File: src/rtl/mnclk_pkg.sv
package mnclk_pkg;

    localparam int MUL_W  = 9;
    localparam int DIV_W  = 20;
    localparam int SRC_W  = 2;
    localparam int NUM_SRC = 3;
    localparam int CFG_W  = SRC_W + 1 + MUL_W + DIV_W;
    localparam int SUM_W  = DIV_W + 1;

    typedef enum logic [SRC_W-1:0] {
        SRC_A  = 2'b00,
        SRC_B  = 2'b01,
        SRC_C  = 2'b10,
        SRC_C2 = 2'b11
    } src_sel_e;

    // Packed order matches the configuration word layout.
    typedef struct packed {
        src_sel_e           src;
        logic               en;
        logic [MUL_W-1:0]   mul;
        logic [DIV_W-1:0]   div;
    } mn_cfg_t;

    // Legal ratio: nonzero multiplier, half-period step not above divisor.
    function automatic logic ratio_ok(mn_cfg_t c);
        logic [SUM_W-1:0] step;
        step = SUM_W'({c.mul, 1'b0});
        return (c.mul != '0) && (c.div != '0) && (step <= SUM_W'(c.div));
    endfunction

    function automatic int src_index(src_sel_e s);
        return s[1] ? 2 : (s[0] ? 1 : 0);
    endfunction

endpackage

File: src/rtl/mnclk_cfg_reg.sv
module mnclk_cfg_reg
    import mnclk_pkg::*;
(
    input  logic              clk,
    input  logic              rst,
    input  logic              wr,
    input  logic [CFG_W-1:0]  wdata,
    output mn_cfg_t           cfg_q
);

    always_ff @(posedge clk) begin
        if (rst) begin
            cfg_q <= '0;
        end else if (wr) begin
            cfg_q <= mn_cfg_t'(wdata);
        end
    end

endmodule

File: src/rtl/mnclk_src_sel.sv
module mnclk_src_sel
    import mnclk_pkg::*;
(
    input  src_sel_e              src,
    input  logic [NUM_SRC-1:0]    src_tick,
    output logic                  tick
);

    logic [NUM_SRC-1:0] hit;

    generate
        for (genvar g = 0; g < NUM_SRC; g++) begin : g_src
            assign hit[g] = src_tick[g] && (src_index(src) == g);
        end
    endgenerate

    assign tick = |hit;

endmodule

File: src/rtl/mnclk_phase_acc.sv
module mnclk_phase_acc
    import mnclk_pkg::*;
(
    input  logic     clk,
    input  logic     rst,
    input  mn_cfg_t  cfg,
    input  logic     wr,
    input  logic     tick,
    output logic     clk_out
);

    logic [DIV_W-1:0] acc;
    logic [SUM_W-1:0] sum;
    logic             run;
    logic             wrap;

    assign run  = cfg.en && ratio_ok(cfg);
    assign sum  = SUM_W'(acc) + SUM_W'({cfg.mul, 1'b0});
    assign wrap = (sum >= SUM_W'(cfg.div));

    always_ff @(posedge clk) begin
        if (rst || !run) begin
            acc     <= '0;
            clk_out <= 1'b0;
        end else if (wr) begin
            acc     <= '0;
        end else if (tick) begin
            if (wrap) begin
                acc     <= DIV_W'(sum - SUM_W'(cfg.div));
                clk_out <= ~clk_out;
            end else begin
                acc     <= DIV_W'(sum);
            end
        end
    end

    // phase stays below the divisor whenever the setting is legal
    a_r3_acc_below_div: assert property (@(posedge clk) disable iff (rst)
        run |-> (acc < cfg.div))
        else $error("a_r3_acc_below_div");

    // a write leaves the phase at zero
    a_r8_wr_clears: assert property (@(posedge clk) disable iff (rst)
        wr |=> (acc == '0))
        else $error("a_r8_wr_clears");

    // without a tick the output does not move
    a_r3_idle_stable: assert property (@(posedge clk) disable iff (rst)
        (run && !tick) |=> $stable(clk_out))
        else $error("a_r3_idle_stable");

endmodule

File: src/rtl/mnclk_audio_gen.sv
module mnclk_audio_gen
    import mnclk_pkg::*;
(
    input  logic                clk,
    input  logic                rst,
    input  logic                cfg_wr,
    input  logic [31:0]         cfg_wdata,
    output logic [31:0]         cfg_rdata,
    input  logic [2:0]          src_tick,
    output logic                clk_out
);

    mn_cfg_t cfg_q;
    logic    sel_tick;

    mnclk_cfg_reg u_cfg (
        .clk   (clk),
        .rst   (rst),
        .wr    (cfg_wr),
        .wdata (cfg_wdata),
        .cfg_q (cfg_q)
    );

    mnclk_src_sel u_sel (
        .src      (cfg_q.src),
        .src_tick (src_tick),
        .tick     (sel_tick)
    );

    mnclk_phase_acc u_acc (
        .clk     (clk),
        .rst     (rst),
        .cfg     (cfg_q),
        .wr      (cfg_wr),
        .tick    (sel_tick),
        .clk_out (clk_out)
    );

    assign cfg_rdata = cfg_q;

    // disabled setting forces the output low
    a_r6_off_low: assert property (@(posedge clk) disable iff (rst)
        !cfg_q.en |=> !clk_out)
        else $error("a_r6_off_low");

    // illegal ratio forces the output low
    a_r7_bad_ratio_low: assert property (@(posedge clk) disable iff (rst)
        !ratio_ok(cfg_q) |=> !clk_out)
        else $error("a_r7_bad_ratio_low");

endmodule

File: config.mk
export PLATFORM = sky130hd
export DESIGN_NAME = mnclk_audio_gen
export DESIGN_NICKNAME = d
export VERILOG_FILES = /design/src/rtl/mnclk_pkg.sv /design/src/rtl/mnclk_cfg_reg.sv /design/src/rtl/mnclk_src_sel.sv /design/src/rtl/mnclk_phase_acc.sv /design/src/rtl/mnclk_audio_gen.sv
export SDC_FILE = /design/constraint.sdc
export NUM_CORES = 1
export LEC_CHECK = 0
export ABC_AREA = 1
export BUFFER_PORTS_ARGS = -buffer_cell sky130_fd_sc_hd__buf_2
export CAP_MARGIN = 5
export CORE_ASPECT_RATIO = 0.5
export CORE_UTILIZATION = 45
export DETAILED_ROUTE_END_ITERATION = 16
export GPL_TIMING_DRIVEN = 0
export PLACE_DENSITY = 0.65
export REMOVE_ABC_BUFFERS = 1
export SKIP_LAST_GASP = 1
export SYNTH_ARGS = -nofsm -noshare
export SYNTH_HDL_FRONTEND = slang
export SYNTH_HIERARCHICAL = 1
export SYNTH_SLANG_ARGS = --single-unit
File: constraint.sdc
create_clock -name clk -period 3.5 [get_ports clk]
set_input_delay 0.35 -clock clk [delete_from_list [all_inputs] [get_ports clk]]
set_output_delay 0.35 -clock clk [all_outputs]
set_load 0.05 [all_outputs]
==> flow_summary.yaml, run 1 <==
run_status:
  run_status: "completed"
clock_tree:
  cts_tree: "built"
  clk_latency_ns: 0.30
  cts.sink_count: 53
  path_clk_slew_ns: 0.08
  cts_buffers: 5
  clockBufferDepth: 2
  h-tree-depth: 2
  postCtsHoldBufs: 0
  clockRootBuffer: "clkbuf_16"
setup_path:
  startpoint_type: "register"
  r2r_end: "u_acc/acc[2]"
  regToRegSetupSlack_ns: 0.06
  crit_end: "u_acc/acc[2]"
  startpoint: "u_cfg/cfg_q[28]"
  ff2ff_path_depth: 23
  end_kind: "register"
  critPathArrivalTime_ns: 3.59
  r2r_start: "u_cfg/cfg_q[28]"
  critPathKind: "reg -> reg"
  crit_required_ns: 3.65
  path_max_fanout: 6
timing:
  fin_skew_ns: 0.0112
  tightest_slew_ns: 1.05
  slew_headroom: 0.302
  slew_viol_final: 0
  final_hold_viol_count: 0
  max_freq_mhz: 291
  fin_setup_tns_ns: 0
  final.period_utilization: 0.983
  period_needed_ns: 3.44
  finalSetupViolations: 0
floorplan:
  core_area_sq_mm: 0.0104
  die_x_um: 150
  ioPinCount: 71
  core.rowCount: 26
  dieHeight_um: 76.2
  die_area_sq_mm: 0.0115
  initial_core_util: 0.475
synth:
  seq_area_frac_synth: 0.214
  ys_async_sr_fraction: 0
  ys.flop_type: "dfxtp_1"
  synth_common_cells: "281 x nand2_1, 151 x inv_1, 111 x nor2_1"
  synth_warnings: 6
  syn_inst: 851
  synth_edf_count: 0
  yosys-top-cells-area: "dfxtp_1 21%, nand2_1 21%, inv_1 11%"
  synth_seq_cells: 53
  synth_cell_types: 29
  yosysTopAreaCellShare: 0.214
  yosysTopAreaCell: "dfxtp_1"
  synth.most_common_cell: "nand2_1"
  synth_area_sq_mm: 0.00496
  syn_avg_cell_area_sq_um: 5.83
global_routing:
  first_global_vias: 4796
  antenna_found_initial: 0
  grt_pass1_wl_um: 24000
  use_met3: 0.0503
  met1_usage: 0.415
  grt-busiest-layer: "met1"
  track_usage: 0.268
  grt_overflow: 0
  met2_usage: 0.383
  grt_max_degree: 66
detailed_routing:
  postRouteAntennaNets: 0
  routed_wl_um: 15000
  dr.pass1.iters: 5
  drt_iter0_drc: 536
  drc: 0
  wl_per_cell_um: 14.1
  viasPerCell: 5.12
  vias: 5444
placed_design:
  finalWeightedCongestion: 0.953
  portBuffers: 70
  dp.cells: 1038
  dpl.hpwl_um: 10900
finish:
  synthToLayoutAreaGrowth_pct: 22.2
  drive_above_1_share: 0.196
  multi_input_area_sq_mm: 0.00362
  regArea_sq_mm: 0.00108
  n_fill_cell: 1037
  fin_cells: 1064
  num_antenna_cells: 0
  fin_nets: 1001
run:
  drv_cap: 0
worst_hold_path:
  hp-class: "in -> reg"
power:
  leakagePower_nw: 3.34
  finalPower_mw: 1.93
  power_density_mw_per_mm2: 319
  peakVddDrop_uv: 209
## flip-flops by register name, summed over array words and instances (netlist names)
register       cells
u_cfg/cfg_q       32
u_acc/acc         20
u_acc/clk_out      1
## layer usage
layer  wire length [um]  vias up
met5                  0        -
met4                134        0
met3               1450       13
met2               5970      220
met1               7440     2438
li1                   -     2773
## worst max-delay path: stages, from the launching register on
cell and delay (ns):
dfxtp_4 0.38, ha_4 0.32, nand2_2 0.12, nor2_1 0.17, inv_1 0.06, nor2_1 0.10
nand3_1 0.15, nand2_1 0.10, nand2_1 0.05, nand2_1 0.08, inv_1 0.06, ha_2 0.40
nand2_1 0.06, nor2_1 0.11, nand3_2 0.13, o21bai_1 0.22, nand2_1 0.09, nand2_2 0.11
nor2_4 0.06, buf_12 0.15, nand2_4 0.10, nand2_1 0.09, nand3_1 0.08, a21oi_1 0.09
## layout by cell type, fill, tap and decap left out, types with 2 or more instances in the layout
| master | synthesis | layout |
|---|---|---|
| a21oi_1 | 41 | 36 |
| a21oi_2 | 1 | 5 |
| a31oi_1 | 2 | 2 |
| and2_1 | 2 | 2 |
| buf_2 | 4 | 70 |
| buf_4 | 1 | 12 |
| clkbuf_16 | 0 | 5 |
| dfxtp_1 | 53 | 44 |
| dfxtp_2 | 0 | 6 |
| dfxtp_4 | 0 | 3 |
| ha_1 | 38 | 21 |
| ha_4 | 0 | 16 |
| inv_1 | 151 | 147 |
| inv_2 | 0 | 4 |
| nand2_1 | 281 | 267 |
| nand2_2 | 5 | 17 |
| nand2_4 | 0 | 2 |
| nand2_8 | 0 | 2 |
| nand3_1 | 66 | 61 |
| nand3_2 | 7 | 10 |
| nand3_4 | 0 | 4 |
| nand3b_1 | 8 | 8 |
| nand4_1 | 11 | 11 |
| nor2_1 | 111 | 104 |
| nor2_2 | 3 | 7 |
| nor2_4 | 0 | 4 |
| nor3_1 | 6 | 5 |
| nor4_1 | 5 | 5 |
| o21ai_0 | 8 | 8 |
| o21bai_1 | 3 | 3 |
| xnor2_1 | 10 | 6 |
| xnor2_2 | 0 | 4 |
| xor2_1 | 12 | 10 |
| xor2_2 | 0 | 2 |
## where the power goes
group / switching (mW) / internal [mW] / total, mW / leakage [nW]
registers: 0.0365 / 0.631 / 0.667 / 0.439
logic: 0.480 / 0.238 / 0.718 / 2.82
clock network: 0.257 / 0.289 / 0.546 / 0.0735
total: 0.774 / 1.16 / 1.93 / 3.34
## cells by family after synthesis
family / share of synthesized area
flip-flops: 0.214
XOR/XNOR: 0.0389
AO/OA/AOI/OAI: 0.0613
AND/OR/NAND/NOR: 0.429
buffers and inverters: 0.153
adder cells (fa/ha/maj): 0.104
## what timing repair did
action,CTS,global route
resized for setup,30,63
gates cloned,5,0
endpoints found under the hold margin,0,0
setup buffers,6,7
endpoints found under the setup margin,21,21
pin swaps,8,18
## area by class of cell
cell class / count / area share
repair buffers: 83 / 0.0760
clock inverters: 2 / 0.00268
well taps: 140 / 0.0289
clock buffers: 6 / 0.0229
inverters: 151 / 0.0935
multi-input cells: 629 / 0.598
flip-flops and latches: 53 / 0.178
## worst min-delay path by stage
stage	cells past startpoint	from	endpoint	slack, ns
6_report	5	cfg_wdata[10]	u_cfg/cfg_q[10]	0.33
3_3_place_gp	2	u_acc/acc[0]	u_acc/acc[0]	0.45
5_1_grt	5	cfg_wdata[26]	u_cfg/cfg_q[26]	0.35
4_1_cts	5	cfg_wdata[20]	u_cfg/cfg_q[20]	0.33
3_5_place_dp	2	u_acc/acc[0]	u_acc/acc[0]	0.45
2_1_floorplan	2	u_acc/acc[0]	u_acc/acc[0]	0.44
## metrics by stage
| stage | hold slack [ns] | worst slack, ns | utilization | cell area, sq um |
|---|---|---|---|---|
| floorplan | 0.440 | -0.329 | - | 4760 |
| global placement | 0.449 | -1.10 | 0.507 | 5290 |
| detailed placement | 0.453 | -1.08 | 0.507 | 5290 |
| CTS | 0.327 | 0.00220 | 0.547 | 5710 |
| global route | 0.346 | -0.0872 | 0.580 | 6060 |
| finish | 0.332 | 0.0588 | 0.580 | 6060 |
No activity file was read; power rests on OpenSTA's default activity.
==> run 2: changes to the inputs <==
- SETUP_SLACK_MARGIN: not set -> 0.4
==> flow_summary.yaml, run 2 (synthesized netlist as in run 1, its figures left out) <==
placed_design:
  placed_area_sq_mm: 0.00529
  dp.cells: 1038
  finalWeightedCongestion: 0.953
  dpl.hpwl_um: 10900
  portBuffers: 70
detailed_routing:
  drc: 0
  vias: 5544
  wl_per_cell_um: 14.7
  routed_wl_um: 15800
  drt_iter0_drc: 562
  viasPerCell: 5.15
  dr.pass1.iters: 7
  postRouteAntennaNets: 0
global_routing:
  grt_pass1_wl_um: 25100
  track_usage: 0.280
  antenna_found_initial: 0
  grt_max_degree: 66
  first_global_vias: 4980
  grt_overflow: 0
clock_tree:
  cts.sink_count: 53
  h-tree-depth: 2
  path_clk_slew_ns: 0.08
  clk_latency_ns: 0.30
  clockRootBuffer: "clkbuf_16"
  cts_buffers: 5
  cts_tree: "built"
  clockBufferDepth: 2
finish:
  fin_util: 0.618
  drive_above_1_share: 0.250
  n_fill_cell: 976
  num_antenna_cells: 0
  multi_input_area_sq_mm: 0.00390
  regMostFlops: "u_cfg/cfg_q"
  fin_nets: 1013
  fin_cells: 1076
  final_cell_mix: "245 x nand2_1, 144 x inv_1, 102 x nor2_1"
  final_area_sq_mm: 0.00646
  regArea_sq_mm: 0.00109
  synthToLayoutAreaGrowth_pct: 30.3
  layout_commonest_cell: "nand2_1"
  reg_top3: "u_cfg/cfg_q: 32 flops, u_acc/acc: 20 flops, u_acc/clk_out: 1 flops"
  largest_reg_flops: 32
timing:
  slew_headroom: 0.292
  period_needed_ns: 3.29
  slew_viol_final: 0
  final.period_utilization: 0.939
  finalSetupViolations: 0
  final_hold_viol_count: 0
  max_freq_mhz: 304
  tightest_slew_ns: 1.06
  rsz0062_at_grt: "true"
  fin_setup_tns_ns: 0
  fin_skew_ns: 0.0116
setup_path:
  end_kind: "register"
  critPathKind: "reg -> reg"
  startpoint_type: "register"
  critPathArrivalTime_ns: 3.43
  crit_required_ns: 3.64
  path_max_fanout: 6
floorplan:
  die_x_um: 150
  ioPinCount: 71
  dieHeight_um: 76.2
  core.rowCount: 26
  die_area_sq_mm: 0.0115
  core_area_sq_mm: 0.0104
  initial_core_util: 0.475
power:
  leakagePower_nw: 3.47
  sequentialPowerShare: 0.332
  clockPowerShare: 0.274
  power_switching_mw: 0.820
  combPwrFrac: 0.394
  peakVddDrop_uv: 215
  switching_share: 0.409
  p_int_mw: 1.19
  power_density_mw_per_mm2: 311
run_status:
  run_status: "completed"
worst_hold_path:
  hp-class: "in -> reg"
run:
  drv_cap: 0
[run 2: changes by cell type in the layout (fill, tap and decap cells not counted), sizes merged]
cell	previous run	this run
buf	83	92
nand3	75	76
nor2	115	116
nand2	288	289
[run 2: power by group through the flow]
stage	clock (mW)	combinational, mW	sequential (mW)
2_1_floorplan	0	0.387	0.756
3_3_place_gp	0	0.632	0.677
3_5_place_dp	0	0.638	0.677
4_1_cts	0.558	0.744	0.667
5_1_grt	0.587	0.864	0.672
6_report	0.549	0.790	0.666
[run 2: repair_timing]
action | in CTS | in global routing
pin swaps | 46 | 25
setup endpoints to repair | 21 | 21
hold buffers | 0 | 0
buffers inserted | 20 | 2
cloned | 7 | 1
resized for setup | 115 | 38
[run 2: metal layers]
layer | global-route usage | up-vias | wire [um]
li1 | - | 2799 | -
met1 | 0.426 | 2533 | 7980
met2 | 0.401 | 206 | 6380
met3 | 0.0617 | 6 | 1340
met4 | 0.0444 | 0 | 81
met5 | 0 | - | 0
[run 2: path summary, 6_finish.rpt]
path                 start         endpoint  slack [ns]  cells after the start
max reg2reg   u_acc/acc[1]     u_acc/acc[9]        0.21                     21
max           u_acc/acc[1]     u_acc/acc[9]        0.21                     21
min          cfg_wdata[22]  u_cfg/cfg_q[22]        0.33                      5
min reg2reg   u_acc/acc[0]     u_acc/acc[0]        0.47                      2
[run 2: through the flow]
step | hold WS (ns) | power (mW) | worst slack, ns
after floorplan | 0.440 | 1.14 | -0.329
after global placement | 0.449 | 1.31 | -1.10
after detailed placement | 0.453 | 1.31 | -1.08
after CTS | 0.325 | 1.97 | 0.257
after global routing | 0.346 | 2.12 | 0.108
final | 0.331 | 2.01 | 0.213
[run 2: final cells by class]
| type | count | share of cell area |
|---|---|---|
| Sequential cell | 53 | 0.168 |
| Inverter | 151 | 0.0882 |
| Clock buffer | 6 | 0.0215 |
| Multi-Input combinational cell | 632 | 0.604 |
| Tap cell | 140 | 0.0271 |
| Timing Repair Buffer | 92 | 0.0882 |
| Clock inverter | 2 | 0.00252 |
[run 2: critical path, cell delays in order (launching register included)]
cell	delay, ns
dfxtp_1	0.35
ha_4	0.17
fa_2	0.36
nand3_2	0.10
nand3_4	0.12
nand3_2	0.08
nand3b_1	0.14
xor2_2	0.25
inv_2	0.07
ha_4	0.30
nand2_2	0.10
nor2_4	0.10
nand2_1	0.08
o21bai_1	0.15
nand2_1	0.09
nand2_2	0.11
nor2_4	0.06
buf_12	0.17
nand2_8	0.09
nand2_1	0.07
nand3_1	0.09
a21oi_1	0.09
==> run 3: changes to the inputs <==
--- a/config.mk
+++ b/config.mk
@@ -7,4 +7,5 @@
 export LEC_CHECK = 0
 export ABC_AREA = 1
+export ABC_CLOCK_PERIOD_IN_PS = 3200
 export BUFFER_PORTS_ARGS = -buffer_cell sky130_fd_sc_hd__buf_2
 export CAP_MARGIN = 5
==> constraint.sdc (replaced) <==
create_clock -name clk -period 3.2 [get_ports clk]
set_input_delay 0 -clock clk [delete_from_list [all_inputs] [get_ports clk]]
set_output_delay 0 -clock clk [all_outputs]
set_load 0.05 [all_outputs]
==> flow_summary.yaml, run 3 (synthesized netlist as in run 1, its figures left out) <==
run_status:
  run_status: "finished with violations"
  violations: "setup timing"
floorplan:
  dieHeight_um: 76.2
  core.rowCount: 26
  initial_core_util: 0.475
  ioPinCount: 71
  core_area_sq_mm: 0.0104
  die_area_sq_mm: 0.0115
  die_x_um: 150
detailed_routing:
  postRouteAntennaNets: 0
  drc: 0
  routed_wl_um: 16400
  drt_iter0_drc: 634
  dr.pass1.iters: 5
  vias: 5715
  viasPerCell: 5.16
  wl_per_cell_um: 14.8
power:
  finalPower_mw: 2.24
  clockPowerShare: 0.269
  peakVddDrop_uv: 231
  leakagePower_nw: 3.62
  power_density_mw_per_mm2: 329
  switching_share: 0.409
  combPwrFrac: 0.406
  p_int_mw: 1.32
  sequentialPowerShare: 0.325
  power_switching_mw: 0.916
global_routing:
  grt_pass1_wl_um: 25800
  antenna_found_initial: 0
  grt_overflow: 0
  track_usage: 0.288
  grt_max_degree: 66
  first_global_vias: 5183
clock_tree:
  cts.sink_count: 53
  clockBufferDepth: 2
  clockRootBuffer: "clkbuf_16"
  cts_tree: "built"
  h-tree-depth: 2
  clk_latency_ns: 0.30
  cts_buffers: 5
  path_clk_slew_ns: 0.08
setup_path:
  crit_required_ns: 3.40
  regToRegSetupSlack_ns: -0.12
  end_kind: "register"
  crit_end: "u_acc/acc[10]"
  startpoint: "u_cfg/cfg_q[28]"
  critPathArrivalTime_ns: 3.52
  ff2ff_path_depth: 17
  critPathKind: "reg -> reg"
  r2r_start: "u_cfg/cfg_q[28]"
  startpoint_type: "register"
  path_max_fanout: 6
  r2r_end: "u_acc/acc[10]"
timing:
  rsz0062_at_grt: "true"
  fin_setup_tns_ns: -1.30
  fin_skew_ns: 0.0117
  finalSetupViolations: 21
  final.period_utilization: 1.04
  slew_headroom: 0.287
  final_hold_viol_count: 0
  tightest_slew_ns: 1.07
  max_freq_mhz: 301
  setup_ws_ns: -0.120
  period_needed_ns: 3.32
  slew_viol_final: 0
finish:
  regArea_sq_mm: 0.00109
  layout_commonest_cell: "nand2_1"
  synthToLayoutAreaGrowth_pct: 37.3
  final_cell_mix: "240 x nand2_1, 144 x inv_1, 103 x nor2_1"
  n_fill_cell: 909
  largest_reg_flops: 32
  reg_top3: "u_cfg/cfg_q: 32 flops, u_acc/acc: 20 flops, u_acc/clk_out: 1 flops"
  regMostFlops: "u_cfg/cfg_q"
  drive_above_1_share: 0.247
  fin_nets: 1045
  final_area_sq_mm: 0.00681
  fin_util: 0.652
  num_antenna_cells: 0
  multi_input_area_sq_mm: 0.00394
placed_design:
  finalWeightedCongestion: 0.953
  placed_area_sq_mm: 0.00529
  dpl.hpwl_um: 10900
  portBuffers: 70
worst_hold_path:
  hp-class: "in -> reg"
run:
  drv_cap: 0
run 3: cell type report:
type,count,share of cell area
Sequential cell,53,0.160
Multi-Input combinational cell,632,0.578
Inverter,151,0.0836
Tap cell,140,0.0257
Clock inverter,2,0.00239
Timing Repair Buffer,124,0.130
Clock buffer,6,0.0204
run 3: timing repair:
action                                 4_1_cts  5_1_grt
pin swaps                                   46       25
gates cloned                                 7        1
setup endpoints to repair                   21       21
setup buffers                               20        3
resized for setup                          115       46
endpoints found under the hold margin       31        0
hold buffers                                31        0
run 3: power by group through the flow:
stage               Clock, mW  Sequential [mW]  Combinational (mW)
finish                  0.602            0.728               0.910
global route            0.640            0.734               0.991
CTS                     0.610            0.729               0.842
detailed placement          0            0.741               0.697
global placement            0            0.740               0.691
floorplan                   0            0.827               0.424
run 3: through the flow:
step / instances / worst slack, ns / hold slack (ns)
2_1_floorplan: 828 / -0.629 / 0.129
3_3_place_gp: 1038 / -1.40 / 0.280
3_5_place_dp: 1038 / -1.38 / 0.288
4_1_cts: 1104 / -0.0425 / 0.00308
5_1_grt: 1108 / -0.230 / 0.0276
6_report: 1108 / -0.120 / 0.0113
run 3: how the worst min path moves through the flow:
stage,from,endpoint,slack [ns],cells past startpoint
5_1_grt,cfg_wdata[2],u_cfg/cfg_q[2],0.03,5
6_report,cfg_wdata[2],u_cfg/cfg_q[2],0.01,5
3_3_place_gp,cfg_wdata[27],u_cfg/cfg_q[27],0.28,5
4_1_cts,cfg_wdata[2],u_cfg/cfg_q[2],0.003,5
2_1_floorplan,cfg_wr,u_cfg/cfg_q[27],0.13,2
3_5_place_dp,cfg_wdata[3],u_cfg/cfg_q[3],0.29,5
run 3: worst max-delay path, cell delays in order (launching register included):
cell and delay (ns):
dfxtp_4 0.38, ha_4 0.28, a21oi_2 0.19, nor2_1 0.10
nand3b_1 0.29, xor2_2 0.24, inv_1 0.11, ha_4 0.26
a21oi_1 0.24, nand2_2 0.11, a21oi_4 0.18, nand3_4 0.12
nand3_4 0.11, buf_12 0.16, nand2_8 0.09, nand2_2 0.07
nand3_1 0.07, a21oi_1 0.22
run 3: layer usage:
layer / GRT usage / part of all wire
met1: 0.427 / 0.47
met2: 0.427 / 0.42
met3: 0.0629 / 0.10
met4: 0.0444 / 0.0099
met5: 0 / 0
